===== src/rtl/arx_rd_pkg.sv =====
package arx_rd_pkg;

  // Events produced by the strobe synchronizer.
  typedef struct packed {
    logic active;  // synchronized strobe is low
    logic done;    // synchronized strobe just returned high
  } strobe_evt_t;

endpackage


===== src/rtl/arx_rst_sync.sv =====
module arx_rst_sync #(
  parameter int unsigned STAGES = 2
) (
  input  logic clk,
  input  logic rst_n,
  output logic rst_sync_n
);

  logic [STAGES-1:0] chain_q;
  logic [STAGES-1:0] chain_d;

  always_comb begin
    chain_d[0] = 1'b1;
    for (int i = 1; i < STAGES; i++) begin
      chain_d[i] = chain_q[i-1];
    end
  end

  always_ff @(posedge clk or negedge rst_n) begin
    if (!rst_n) begin
      chain_q <= '0;
    end else begin
      chain_q <= chain_d;
    end
  end

  assign rst_sync_n = chain_q[STAGES-1];

endmodule


===== src/rtl/arx_strobe_sync.sv =====
module arx_strobe_sync
  import arx_rd_pkg::*;
#(
  parameter int unsigned STAGES = 2
) (
  input  logic        clk,
  input  logic        rst_n,
  input  logic        strb_n,
  output strobe_evt_t evt
);

  logic [STAGES-1:0] sync_q;
  logic [STAGES-1:0] sync_d;
  logic              last_q;
  logic              last_d;

  always_comb begin
    sync_d[0] = strb_n;
    for (int i = 1; i < STAGES; i++) begin
      sync_d[i] = sync_q[i-1];
    end
    last_d = sync_q[STAGES-1];
  end

  // Idle level of the strobe is high, so reset to all ones.
  always_ff @(posedge clk or negedge rst_n) begin
    if (!rst_n) begin
      sync_q <= '1;
      last_q <= 1'b1;
    end else begin
      sync_q <= sync_d;
      last_q <= last_d;
    end
  end

  always_comb begin
    evt.active = ~sync_q[STAGES-1];
    evt.done   = sync_q[STAGES-1] & ~last_q;
  end

endmodule


===== src/rtl/arx_word_store.sv =====
module arx_word_store
  import arx_rd_pkg::*;
#(
  parameter int unsigned WORD_W = 32,
  parameter int unsigned BUS_W  = 16,
  localparam int unsigned HALVES = WORD_W / BUS_W,
  localparam int unsigned PTR_W  = (HALVES > 1) ? $clog2(HALVES) : 1
) (
  input  logic              clk,
  input  logic              rst_n,
  input  logic              load,
  input  logic [WORD_W-1:0] word,
  input  strobe_evt_t       evt,
  output logic [WORD_W-1:0] store,
  output logic [PTR_W-1:0]  half_sel,
  output logic              ready
);

  localparam logic [PTR_W-1:0] LAST_HALF  = PTR_W'(HALVES - 1);
  localparam logic [PTR_W-1:0] FIRST_HALF = '0;

  logic [WORD_W-1:0] store_q;
  logic [PTR_W-1:0]  ptr_q;
  logic [PTR_W-1:0]  ptr_d;
  logic              rdy_q;
  logic              rdy_d;
  logic              store_en;
  logic              ctl_en;

  always_comb begin
    store_en = load;
    ctl_en   = load | evt.done;
    ptr_d    = ptr_q;
    rdy_d    = rdy_q;
    if (load) begin
      ptr_d = FIRST_HALF;
      rdy_d = 1'b1;
    end else if (evt.done) begin
      if (ptr_q == FIRST_HALF) begin
        rdy_d = 1'b0;
      end
      if (ptr_q == LAST_HALF) begin
        ptr_d = FIRST_HALF;
      end else begin
        ptr_d = ptr_q + PTR_W'(1);
      end
    end
  end

  always_ff @(posedge clk or negedge rst_n) begin
    if (!rst_n) begin
      store_q <= '0;
    end else if (store_en) begin
      store_q <= word;
    end
  end

  always_ff @(posedge clk or negedge rst_n) begin
    if (!rst_n) begin
      ptr_q <= FIRST_HALF;
      rdy_q <= 1'b0;
    end else if (ctl_en) begin
      ptr_q <= ptr_d;
      rdy_q <= rdy_d;
    end
  end

  assign store    = store_q;
  assign half_sel = ptr_q;
  assign ready    = rdy_q;

endmodule


===== src/rtl/arx_half_mux.sv =====
module arx_half_mux #(
  parameter int unsigned WORD_W = 32,
  parameter int unsigned BUS_W  = 16,
  localparam int unsigned HALVES = WORD_W / BUS_W,
  localparam int unsigned PTR_W  = (HALVES > 1) ? $clog2(HALVES) : 1
) (
  input  logic [WORD_W-1:0] store,
  input  logic [PTR_W-1:0]  half_sel,
  input  logic              drive,
  output logic [BUS_W-1:0]  bus_data,
  output logic              bus_oe
);

  logic [BUS_W-1:0] parts [HALVES];

  for (genvar g = 0; g < HALVES; g++) begin : g_part
    assign parts[g] = store[g*BUS_W +: BUS_W];
  end

  always_comb begin
    bus_oe   = drive;
    bus_data = '0;
    if (drive) begin
      bus_data = parts[half_sel];
    end
  end

endmodule


===== src/rtl/arx_dual_read_buf.sv =====
module arx_dual_read_buf
  import arx_rd_pkg::*;
#(
  parameter int unsigned WORD_W      = 32,
  parameter int unsigned BUS_W       = 16,
  parameter int unsigned SYNC_STAGES = 2,
  parameter int unsigned RST_STAGES  = 2
) (
  input  logic              clk,
  input  logic              rst_n,
  input  logic [WORD_W-1:0] word_in,
  input  logic              word_load,
  input  logic              rd_n,
  output logic [BUS_W-1:0]  bus_data,
  output logic              bus_oe,
  output logic              data_ready
);

  localparam int unsigned HALVES = WORD_W / BUS_W;
  localparam int unsigned PTR_W  = (HALVES > 1) ? $clog2(HALVES) : 1;

  logic              rst_int_n;
  strobe_evt_t       rd_evt;
  logic [WORD_W-1:0] store;
  logic [PTR_W-1:0]  half_sel;

  arx_rst_sync #(.STAGES(RST_STAGES)) u_rst (
    .clk        (clk),
    .rst_n      (rst_n),
    .rst_sync_n (rst_int_n)
  );

  arx_strobe_sync #(.STAGES(SYNC_STAGES)) u_strb (
    .clk    (clk),
    .rst_n  (rst_int_n),
    .strb_n (rd_n),
    .evt    (rd_evt)
  );

  arx_word_store #(.WORD_W(WORD_W), .BUS_W(BUS_W)) u_store (
    .clk      (clk),
    .rst_n    (rst_int_n),
    .load     (word_load),
    .word     (word_in),
    .evt      (rd_evt),
    .store    (store),
    .half_sel (half_sel),
    .ready    (data_ready)
  );

  arx_half_mux #(.WORD_W(WORD_W), .BUS_W(BUS_W)) u_mux (
    .store    (store),
    .half_sel (half_sel),
    .drive    (rd_evt.active),
    .bus_data (bus_data),
    .bus_oe   (bus_oe)
  );

endmodule


===== config.mk =====
export PLATFORM = sky130hd
export DESIGN_NAME = arx_dual_read_buf
export DESIGN_NICKNAME = d
export VERILOG_FILES = /design/src/rtl/arx_rd_pkg.sv /design/src/rtl/arx_rst_sync.sv /design/src/rtl/arx_strobe_sync.sv /design/src/rtl/arx_word_store.sv /design/src/rtl/arx_half_mux.sv /design/src/rtl/arx_dual_read_buf.sv
export SDC_FILE = /design/constraint.sdc
export NUM_CORES = 1
export LEC_CHECK = 0
export BUFFER_PORTS_ARGS = -buffer_cell sky130_fd_sc_hd__buf_2
export CORE_MARGIN = 3
export CORE_UTILIZATION = 49
export DETAILED_ROUTE_END_ITERATION = 10
export PLACE_DENSITY = 0.78
export SKIP_LAST_GASP = 1
export SLEW_MARGIN = 10
export SYNTH_ARGS = -nofsm -noshare
export SYNTH_HDL_FRONTEND = slang
export SYNTH_SLANG_ARGS = --single-unit

===== constraint.sdc =====
create_clock -name clk -period 1.3 [get_ports clk]
set_clock_uncertainty 0.05 [all_clocks]
set_input_delay 0.13 -clock clk [delete_from_list [all_inputs] [get_ports clk]]
set_output_delay 0.13 -clock clk [all_outputs]
set_load 0.01 [all_outputs]

* Yosys cells after proc, flatten, opt, wreduce, memory -nomap -nowiden *
Cells that the tools add are included.

storage, ports and cells
  bits in writable memories = 0
  memories = 0
  bits in read-only memories = 0
  latch bits = 0
  logic and storage cells = 27
  bits of input ports = 36
  output and inout bits = 18
  register bits after elaboration = 39

operators by class
  equal/unequal tests = 1
  $add $sub $neg = 1
  shifts and indexed selects = 0
  reduce and logical (&&, ||, !) cells = 3
  magnitude comparators = 1
  muxes and demuxes = 10
  multipliers = 0
  divide/modulo/power cells = 0
  bitwise logic cells = 5

operators with widths
  kind                                           number
  16-bit 2-to-1 mux                              4
  1-bit 2-to-1 mux                               6
  3-bit AND reduction                            1
  2-bit >= comparator (second input constant)    1
  2-bit inequality test (second input constant)  1
  1-bit NOT                                      2
  1-bit NOT with 2-bit output                    1
  2-bit AND reduction                            1
  2-bit nonzero test                             1
  1-bit adder (second input constant)            1
  1-bit AND                                      1
  1-bit OR                                       1

* Longest topological paths before layout *
Gate-level depths: netlist of run 1.

  depth after elaboration = 5
  mapped depth = 4
  depth with buffers taken out = 2

* Modules after synthesis *
From an unflattened synthesis of run 1, not the netlist that was laid out.

unflattened totals
  cell total of the unflattened synthesis = 118
  area total of the unflattened synthesis = 1,865.5 µm²

modules (own cells, without submodules)
  module           area an instance (µm²)  sequential area each (µm²)  cells an instance  times used
  arx_word_store   1,412.6                 850.8                       74                 1
  arx_half_mux     302.8                   0.0                         36                 1
  arx_strobe_sync  96.3                    78.8                        5                  1
  arx_rst_sync     53.8                    50.0                        3                  1

* Least setup slack after synthesis of run 1 *
OpenSTA, ideal clock, no wires.

  path kind = register to register
  start point = reg u_strb.sync_q[1]
  end point = reg u_store.rdy_q, in the netlist u_store.ready
  period minus slack after synthesis = 1.402 ns
  buffers on the path = 1
  data required time = 1.131 ns
  library setup time = 0.119 ns
  arrival = 1.233 ns
  slack = -0.102 ns
  stages on the path, launching flop included = 4
  cell sequence = dfstp_2 > buf_2 > or4b_4 > o21a_1

between the ends
  cells in the longest elaborated chain, start to end = 3
  elaborated cells between the ends (all ways) = 4
  those cells by class = 2 x bitwise; 2 x reduce/logical

RTL lines
  item                                                             line                   RTL
  start: declaration                                               arx_strobe_sync.sv:12  logic [STAGES-1:0] sync_q;
  start signal: assignment                                         arx_strobe_sync.sv:31  sync_q <= sync_d;
  1-bit AND (*)                                                    arx_strobe_sync.sv:38  evt.done = sync_q[STAGES-1] & ~last_q;
  2-bit nonzero test (no source line) or 1-bit OR (tied branches)  n/a
  3-bit AND reduction (no source line) (*)                         n/a
  end signal: assignment                                           arx_word_store.sv:64   rdy_q <= rdy_d;
  end: declaration                                                 arx_word_store.sv:25   logic rdy_q;

Mark *: on every way between the ends. The rest lies on a longest branch, timed or not.
A chain may end at the register's enable or synchronous reset.

* Worst setup path in the final report of run 1 *
  start point = reg u_store.ptr_q, in the netlist u_store.half_sel
  end point = out bus_data[1]

between the ends
  cells in the longest elaborated chain, start to end = 5

RTL lines
  item                                                  line                     RTL
  start: declaration                                    arx_word_store.sv:23     logic [PTR_W-1:0] ptr_q;
  start signal: assignment                              arx_word_store.sv:63     ptr_q <= ptr_d;
  1-bit NOT with 2-bit output (not written as such)     arx_half_mux.sv:24       bus_data = parts[half_sel];
  16-bit 2-to-1 mux (not written as such) (3 in a row)  arx_half_mux.sv:24
  16-bit 2-to-1 mux                                     arx_half_mux.sv:23       if (drive) begin
  end: declaration                                      arx_dual_read_buf.sv:14  output logic [BUS_W-1:0] bus_data,

No other way between the ends. The select of a mux whose other input is x is not followed.

==> summary.md, run 1 <==
| Metric | Value |
|---|---|
| Critical path startpoint category | `register` |
| Die span in x | `64.1 µm` |
| Unrepaired setup endpoints after global routing | `true` |
| Final setup fails | `19` |
| Yosys warns | `0` |
| Final HPWL DP | `2.30 mm` |
| Max H-tree Level | `2` |
| Largest net degree at the start of global routing | `21` |
| Core area | `3130 µm²` |
| Commonest non-fill, non-tap cell in the layout | `buf_2` |
| WL final | `3.85 mm` |
| Share of cells above drive strength 1 | `51.2%` |
| Initial DRT Pass Iterations | `4` |
| Die area | `4110 µm²` |
| Inserted Clock Buffers | `5` |
| Antenna Nets Post-Route | `0` |
| Initial detailed-routing violation count | `19` |
| First-pass GRT wire length | `6.00 mm` |
| RR Endpoint | `u_store.ready` |
| R2R cell count | `2` |
| # diodes | `0` |
| Failing checks | `setup timing` |
| Pre-CTS setup slack | `0.0510 ns` |
| Routed length per placed instance | `14.8 µm` |
| Via count | `1258` |
| Xor/xnor share of the synthesized area | `0%` |
| Register clock-pin slew on the reported worst setup and hold paths | `0.11 ns` |
| Synthesized instance count | `118` |
| Gr usage total | `18.9%` |
| CP Data Required Time | `1.12 ns` |
| Commonest cells after routing, fill and taps aside | `52 x buf_2, 35 x dfrtp_1, 34 x dlygate4sd3_1` |
| Critical Path AT | `1.35 ns` |
| Critical Path End Type | `output pin` |
| Worst r2r src | `u_strb.sync_q[1]` |
| Critical setup path kind | `register to output pin` |
| CTS tree | `done` |
| Number of global-route vias before repair | `1404` |
| Row count | `20` |
| Worst-skew pair later-pin latency | `0.33 ns` |
| Deepest clock path buffer count | `2` |
| Sequential share of the synthesized area | `59.2%` |
| Drc violations | `0` |
| Synth Area per Inst | `14.0 µm²` |
| Gpl congestion | `0.631` |
| Min-Delay Path Class | `primary input to async pin` |
| Synth Area in Adders | `0%` |
| Outcome | `finished with violations` |
| Top-level I/O count | `54` |
| Post-synthesis mux area share | `31.5%` |
| Initial antenna violation count | `0` |
| Layout area overhead | `51.1%` |
| Cell area after synthesis | `1650 µm²` |
| Worst reg2reg setup slack | `-0.10 ns` |
| Compound-cell area share of the yosys netlist | `0.756%` |
| Max-Cap Viols | `0` |
| DIE HEIGHT | `64.1 µm` |
| CP Max Fanout | `7` |
| Final net count | `252` |
| Static Leak | `1.16 nW` |
| Post-synthesis register bit count | `39` |
| Via density | `4.82` |
| Pwr/cell area | `1050 nW/µm²` |
| Root buffer cell | `clkbuf_4` |
| Setup_tns | `-3.62 ns` |
| Slew Viols, Final | `0` |
| Initial core utilization | `52.9%` |
| Main combinational cell family by area after synthesis | `multiplexers` |
| Tmin final | `1.53 ns` |
| Net count after synthesis | `154` |
| Hold Violations, Final | `0` |
| # clock sinks | `39` |
| Period utilisation layout | `117%` |
| Peak VDD IR | `0.843 mV` |
| Synth Area in Simple Gates | `5.22%` |
| Gr ovfl total | `0` |
| Setup ws final | `-0.226 ns` |
| Port bufs | `53` |
| Max Freq | `655 MHz` |
| Synth unique cells | `16` |
==> cell type report <==
cell class / instances / area [µm²]
tap: 44 / 55.1
inverter: 1 / 6.26
fill: 193 / 629
multi-input combinational: 70 / 627
clock buffer: 8 / 68.8
timing repair buffer: 99 / 761
sequential: 39 / 981
==> state kept, by name (all words and copies together), names as in the netlist <==
signal and cells:
u_rst.chain_q 2, u_store.half_sel 1, u_store.ready 1, u_store.store 32
u_strb.last_q 1, u_strb.sync_q 2
==> metal layers <==
| metal | track usage, % | share of wire, % | wire length (µm) | vias to the layer above |
|---|---|---|---|---|
| li1 | - | - | - | 595 |
| met1 | 20.5 | 40 | 1550 | 627 |
| met2 | 35.6 | 55 | 2130 | 29 |
| met3 | 3.87 | 3.0 | 117 | 7 |
| met4 | 7.12 | 1.4 | 55 | 0 |
| met5 | 0 | 0 | 0 | - |
==> worst max path at each step <==
| stage | start | end | slack, ns | cells after the start |
|---|---|---|---|---|
| after floorplan | u_strb.sync_q[1] | u_store.ready | -0.05 | 3 |
| after global placement | u_strb.sync_q[1] | u_store.ready | 0.08 | 2 |
| after detailed placement | u_strb.sync_q[1] | u_store.ready | 0.05 | 2 |
| after CTS | u_store.half_sel | bus_data[1] | -0.23 | 4 |
| after global routing | u_store.half_sel | bus_data[5] | -0.33 | 4 |
| final | u_store.half_sel | bus_data[1] | -0.23 | 4 |
==> critical path, stage by stage, from the launching register on <==
cell	delay [ns]
dfrtp_2	0.43
buf_6	0.17
mux2i_1	0.22
nor2_1	0.06
buf_2	0.13
==> Yosys cell counts <==
| library cell | instances | area (µm²) |
|---|---|---|
| o21a_1 | 1 | 7.51 |
| nor2b_1 | 1 | 6.26 |
| mux2_2 | 32 | 360 |
| buf_4 | 1 | 7.51 |
| buf_1 | 1 | 3.75 |
| nor2_1 | 16 | 60.1 |
| dfrtp_1 | 36 | 901 |
| o21ai_0 | 1 | 5.00 |
| dfstp_2 | 3 | 78.8 |
| inv_1 | 1 | 3.75 |
| conb_1 | 1 | 3.75 |
| buf_6 | 1 | 11.3 |
| buf_2 | 5 | 25.0 |
| or4b_4 | 1 | 13.8 |
| nand2b_1 | 1 | 6.26 |
| mux2i_1 | 16 | 160 |
==> through the flow <==
step	hold WS [ns]	utilization (%)	power (mW)	cells	cell area (µm²)
global route	0.0411	79.9	2.73	261	2500
floorplan	-0.216	-	1.66	118	1660
global placement	-0.133	63.5	1.80	215	1990
detailed placement	-0.131	63.5	1.82	215	1990
finish	0.0389	79.9	2.62	261	2500
CTS	0.0329	77.1	2.58	257	2410
==> power by group <==
part           leakage [nW]  internal, mW  total, mW  switching [mW]
registers             0.451          1.33       1.40          0.0671
logic                 0.672         0.323      0.531           0.208
clock network        0.0386         0.318      0.688           0.369
total                  1.16          1.97       2.62           0.645
==> cells by family (layout without fill, tap and decap cells) <==
kind of cell	after synthesis	in the layout
other	1	1
and+or+nand+nor	19	19
buffers and inverters	9	108
AOI/OAI and AO/OA	2	2
muxes	48	48
DFF	39	39
==> what timing repair did <==
| item | 4_1_cts | 5_1_grt |
|---|---|---|
| pin swaps | 0 | 5 |
| resized for setup | 4 | 9 |
| endpoints found under the hold margin | 35 | 0 |
| hold buffers | 34 | 0 |
| cloned | 0 | 3 |
| endpoints found under the setup margin | 17 | 18 |
| setup buffers | 0 | 1 |
Power figures use the tool's default switching activity.
==> inputs of run 2 (changes only) <==
Settings changed: CORE_UTILIZATION 49 to 52, CTS_BUF_LIST set to sky130_fd_sc_hd__clkbuf_4 sky130_fd_sc_hd__clkbuf_8, PLACE_DENSITY 0.78 to 0.82.
==> run 2 against run 1 <==
Global-route usage rose by 3.1 points. Critical path depth did not move. Critical endpoint is now bus_data[4]. The run still ends with setup timing left. Critical path type unchanged. Core utilization rose by 6.1 points.
==> summary.md, run 2 (synthesis results as in run 1) <==
| Metric | Value |
|---|---|
| Initial core utilization | `57.0%` |
| Unrepaired setup endpoints after global routing | `true` |
| GR Layer Usage met3 | `5.22%` |
| Met1 GRT Util | `21.7%` |
| Commonest cells after routing, fill and taps aside | `53 x buf_2, 35 x dfrtp_1, 34 x dlygate4sd3_1` |
| Worst r2r src | `u_store.half_sel` |
| Commonest non-fill, non-tap cell in the layout | `buf_2` |
| Pwr/cell area | `1130 nW/µm²` |
| # clock sinks | `39` |
| WL final | `4.05 mm` |
| Gr usage total | `22.0%` |
| Routed length per placed instance | `15.8 µm` |
| Largest net degree at the start of global routing | `35` |
| Max-Cap Viols | `0` |
| Critical Path End Type | `output pin` |
| Period utilisation layout | `122%` |
| Static Leak | `1.16 nW` |
| Root buffer cell | `clkbuf_4` |
| Final std cells w/o fill | `256` |
| Pre-CTS setup slack | `0.0576 ns` |
| CP Data Required Time | `1.12 ns` |
| Share of cells above drive strength 1 | `51.4%` |
| Top-level I/O count | `54` |
| Via density | `4.95` |
| Final setup fails | `19` |
| First-pass GRT wire length | `6.60 mm` |
| CP Max Fanout | `6` |
| Max reg flops | `32` |
| Critical Path AT | `1.41 ns` |
| Initial detailed-routing violation count | `47` |
| Outcome | `finished with violations` |
| DIE HEIGHT | `62.4 µm` |
| Crit path launch | `u_store.half_sel` |
| GR peak layer | `met2` |
| Slew Viols, Final | `0` |
| Tmin final | `1.59 ns` |
| Row count | `19` |
| Antenna Nets Post-Route | `0` |
| Max H-tree Level | `2` |
| Number of global-route vias before repair | `1415` |
| Worst-skew pair later-pin latency | `0.35 ns` |
| Port bufs | `53` |
| Initial DRT Pass Iterations | `4` |
| Layout area overhead | `50.7%` |
| Critical setup path kind | `register to output pin` |
| Inserted Clock Buffers | `5` |
| # diodes | `0` |
| Gr ovfl total | `0` |
| Drc violations | `0` |
| Core area | `2900 µm²` |
| Critical path startpoint category | `register` |
| Initial antenna violation count | `0` |
| FILL cells | `153` |
| # placed instances | `211` |
| Final net count | `249` |
| Register clock-pin slew on the reported worst setup and hold paths | `0.12 ns` |
| Max Freq | `629 MHz` |
| Min-Delay Path Class | `primary input to async pin` |
| Die area | `3890 µm²` |
| Routing usage on met2 | `43.8%` |
| Die span in x | `62.4 µm` |
| Final HPWL DP | `2.37 mm` |
| Failing checks | `setup timing` |
| Via count | `1268` |
| Deepest clock path buffer count | `2` |
| Peak VDD IR | `0.853 mV` |
| CTS tree | `done` |
| Setup ws final | `-0.291 ns` |
| Hold Violations, Final | `0` |
| Gpl congestion | `0.674` |
run 2: changes by cell type in the layout (fill, tap and decap cells not counted), sizes merged:
| cell | previous run | this run |
|---|---|---|
| clkbuf | 10 | 7 |
| bufinv | 0 | 1 |
| buf | 63 | 61 |
| inv | 1 | 2 |
run 2: where the power goes:
| part | total [mW] | switching (mW) | leakage [nW] | internal, mW |
|---|---|---|---|---|
| Sequential | 1.40 | 0.0711 | 0.451 | 1.33 |
| Combinational | 0.535 | 0.214 | 0.656 | 0.321 |
| Clock | 0.879 | 0.415 | 0.0489 | 0.464 |
| Total | 2.81 | 0.699 | 1.16 | 2.11 |
run 2: worst max-delay path, stage by stage, from the launching register on:
cell     delay [ns]
dfrtp_2        0.46
buf_8          0.16
mux2i_2        0.24
nor2_1         0.06
buf_2          0.14
run 2: metal layers:
layer  vias up  part of all wire, %
li1        592                    -
met2        39                   56
met1       628                   38
met5         -                    0
met4         0                  1.8
met3         9                  4.2
run 2: worst paths after layout:
path	depth (start not counted)	end	slack, ns
max reg2reg	4	u_store.ready	-0.25
max	4	bus_data[4]	-0.29
min in group clk	3	u_store.half_sel	0.04
min reg2reg	1	u_store.store[8]	0.15
min	2	u_rst.chain_q[0]	0.03
max in group asynchronous	1	u_strb.sync_q[0]	0.69
run 2: what timing repair did:
| item | 4_1_cts | 5_1_grt |
|---|---|---|
| hold buffers | 34 | 0 |
| cloned | 0 | 1 |
| resized for setup | 4 | 8 |
| hold endpoints to repair | 35 | 0 |
| setup buffers | 1 | 1 |
| setup endpoints to repair | 17 | 19 |
run 2: per-stage QoR:
step / setup TNS, ns / hold WS [ns] / utilization (%) / total power, mW / instance area, µm²
after detailed placement: 0 / -0.130 / 68.3 / 1.83 / 1980
after global placement: 0 / -0.131 / 68.3 / 1.80 / 1980
final: -4.30 / 0.0322 / 85.9 / 2.81 / 2490
after global routing: -5.54 / 0.0145 / 85.9 / 2.94 / 2490
after CTS: -3.91 / 0.00289 / 84.0 / 2.79 / 2440
after floorplan: -0.0511 / -0.216 / - / 1.66 / 1660
run 2: layout make-up:
type,count,area [µm²],share of cell area [%]
clock buffer,6,51.3,2.06
multi-input combinational,70,634,25.5
sequential,39,981,39.4
clock inverter,2,38.8,1.56
timing repair buffer,96,731,29.3
inverter,1,3.75,0.151
tap,42,52.6,2.11
==> inputs of run 3 (changes only) <==
Settings changed: SETUP_SLACK_MARGIN set to 0.4.
==> run 3 against run 2 <==
The flow still finishes with violations (setup timing). Largest power group unchanged. Critical path depth unchanged. Critical endpoint is now bus_data[15]. Sequential share of layout area rose by 1.3 points. Global-route usage down 1.8 points.
==> summary.md, run 3 (synthesis results as in run 1) <==
| Metric | Value |
|---|---|
| CP Max Fanout | `8` |
| Max Freq | `658 MHz` |
| Final setup fails | `18` |
| Slew Viols, Final | `0` |
| WP buf/inv | `2` |
| Port bufs | `53` |
| Critical Path AT | `1.34 ns` |
| Die span in x | `62.4 µm` |
| Core area | `2900 µm²` |
| Met2 WL | `2.09 mm` |
| Worst-skew pair later-pin latency | `0.33 ns` |
| FILL cells | `171` |
| CTS tree | `done` |
| Register clock-pin slew on the reported worst setup and hold paths | `0.11 ns` |
| Hold Violations, Final | `0` |
| Final instance area | `2410 µm²` |
| Critical setup path kind | `register to output pin` |
| Worst reg2reg setup slack | `-0.06 ns` |
| Crit-path slowest cell | `dfrtp_1` |
| Setup_tns | `-3.19 ns` |
| WL final | `3.67 mm` |
| # diodes | `0` |
| Period utilisation layout | `117%` |
| Gpl congestion | `0.666` |
| Root buffer cell | `clkbuf_4` |
| Worst r2r src | `u_store.half_sel` |
| First-pass GRT wire length | `6.13 mm` |
| Initial antenna violation count | `0` |
| Tmin final | `1.52 ns` |
| Cell breakdown of the critical path | `buf_6 > mux2i_1 > nor2_1 > buf_2` |
| Met3 wire len | `129 µm` |
| Pre-CTS setup slack | `0.0628 ns` |
| Min-Delay Path Class | `primary input to async pin` |
| Crit path launch | `u_store.half_sel` |
| Row count | `19` |
| Deepest clock path buffer count | `2` |
| Hold_ws | `0.0583 ns` |
| Max incr delay on CP | `0.41 ns` |
| Share of cells above drive strength 1 | `49.8%` |
| Number of global-route vias before repair | `1321` |
| Commonest non-fill, non-tap cell in the layout | `buf_2` |
| DIE HEIGHT | `62.4 µm` |
| Gr ovfl total | `0` |
| RR Endpoint | `u_store.ready` |
| R2R cell count | `3` |
| Pwr/cell area | `1020 nW/µm²` |
| Inserted Clock Buffers | `5` |
| Largest net degree at the start of global routing | `35` |
| Initial core utilization | `57.0%` |
| Stages on worst setup path | `4` |
| Die area | `3890 µm²` |
| # placed instances | `210` |
| Setup ws final | `-0.220 ns` |
| Post-Route M1 WL | `1.41 mm` |
| Final std cells w/o fill | `253` |
| Final HPWL DP | `2.22 mm` |
| Outcome | `finished with violations` |
| Max H-tree Level | `2` |
| Antenna Nets Post-Route | `0` |
| Critical Path End Type | `output pin` |
| Initial DRT Pass Iterations | `4` |
| Initial detailed-routing violation count | `30` |
| Max-Cap Viols | `0` |
| Unrepaired setup endpoints after global routing | `true` |
| Via count | `1248` |
| Routed length per placed instance | `14.5 µm` |
| Max reg flops | `32` |
| # clock sinks | `39` |
| Commonest cells after routing, fill and taps aside | `53 x buf_2, 35 x dfrtp_1, 34 x dlygate4sd3_1` |
| Static Leak | `1.12 nW` |
| Peak VDD IR | `0.842 mV` |
| Gr usage total | `20.2%` |
| Drc violations | `0` |
| Top-level I/O count | `54` |
| Via density | `4.93` |
| Critical path startpoint category | `register` |
| Top sig layer | `met4` |
| Top cell family by delay on the critical path | `flip-flops` |
| Final net count | `246` |
| DP Area | `1990 µm²` |
| Layout area overhead | `45.8%` |
| Failing checks | `setup timing` |
| CP Data Required Time | `1.12 ns` |
==> run 3: cell types whose count changed in the layout (fill, tap and decap cells not counted) <==
| cell | delta |
|---|---|
| clkinv_2 | +3 |
| inv_6 | -1 |
| mux2i_2 | -2 |
| mux2i_1 | +2 |
| buf_12 | +1 |
| bufinv_16 | -1 |
| buf_8 | -1 |
| clkbuf_8 | -1 |
| clkbuf_16 | -1 |
| buf_4 | -2 |
==> run 3: stage by stage <==
| stage | power, mW | utilization [%] |
|---|---|---|
| after floorplan | 1.68 | - |
| after global placement | 1.80 | 68.6 |
| after detailed placement | 1.83 | 68.6 |
| after CTS | 2.49 | 82.9 |
| after global routing | 2.62 | 83.2 |
| final | 2.47 | 83.2 |
==> run 3: how the worst max path moves through the flow <==
stage,endpoint
3_3_place_gp,u_store.ready
3_5_place_dp,u_store.ready
6_report,bus_data[15]
2_1_floorplan,u_store.ready
5_1_grt,bus_data[3]
4_1_cts,bus_data[15]
==> run 3: routing by layer <==
layer | up-vias | GRT usage (%)
met3 | 6 | 5.76
met2 | 31 | 38.6
li1 | 587 | -
met5 | - | 0
met1 | 624 | 21.2
met4 | 0 | 5.79
==> run 3: report_power, final <==
| part | switching (mW) | total [mW] | internal (mW) |
|---|---|---|---|
| registers | 0.0666 | 1.40 | 1.33 |
| logic | 0.196 | 0.500 | 0.304 |
| clock network | 0.371 | 0.573 | 0.201 |
==> run 3: cell type report <==
cell class	instances	area [µm²]	share of cell area [%]
clock buffer	5	37.5	1.56
clock inverter	3	15.0	0.622
inverter	1	3.75	0.156
multi-input combinational	70	627	26.0
sequential	39	981	40.7
tap	42	52.6	2.18
timing repair buffer	93	696	28.8
==> run 3: worst register-to-register path, delay by kind of cell (launching register included) <==
family / cells / cell delay [ns]
compound gates: 1 / 0.12
buf+inv: 1 / 0.15
flops: 1 / 0.43
simple gates: 1 / 0.52
==> run 3: repair_timing <==
| item | in CTS | in global routing |
|---|---|---|
| gates resized for setup | 7 | 0 |
| endpoints found under the hold margin | 35 | 0 |
| setup endpoints to repair | 21 | 20 |
| pin swaps | 4 | 3 |
| hold buffers | 34 | 0 |
| buffers inserted | 0 | 1 |
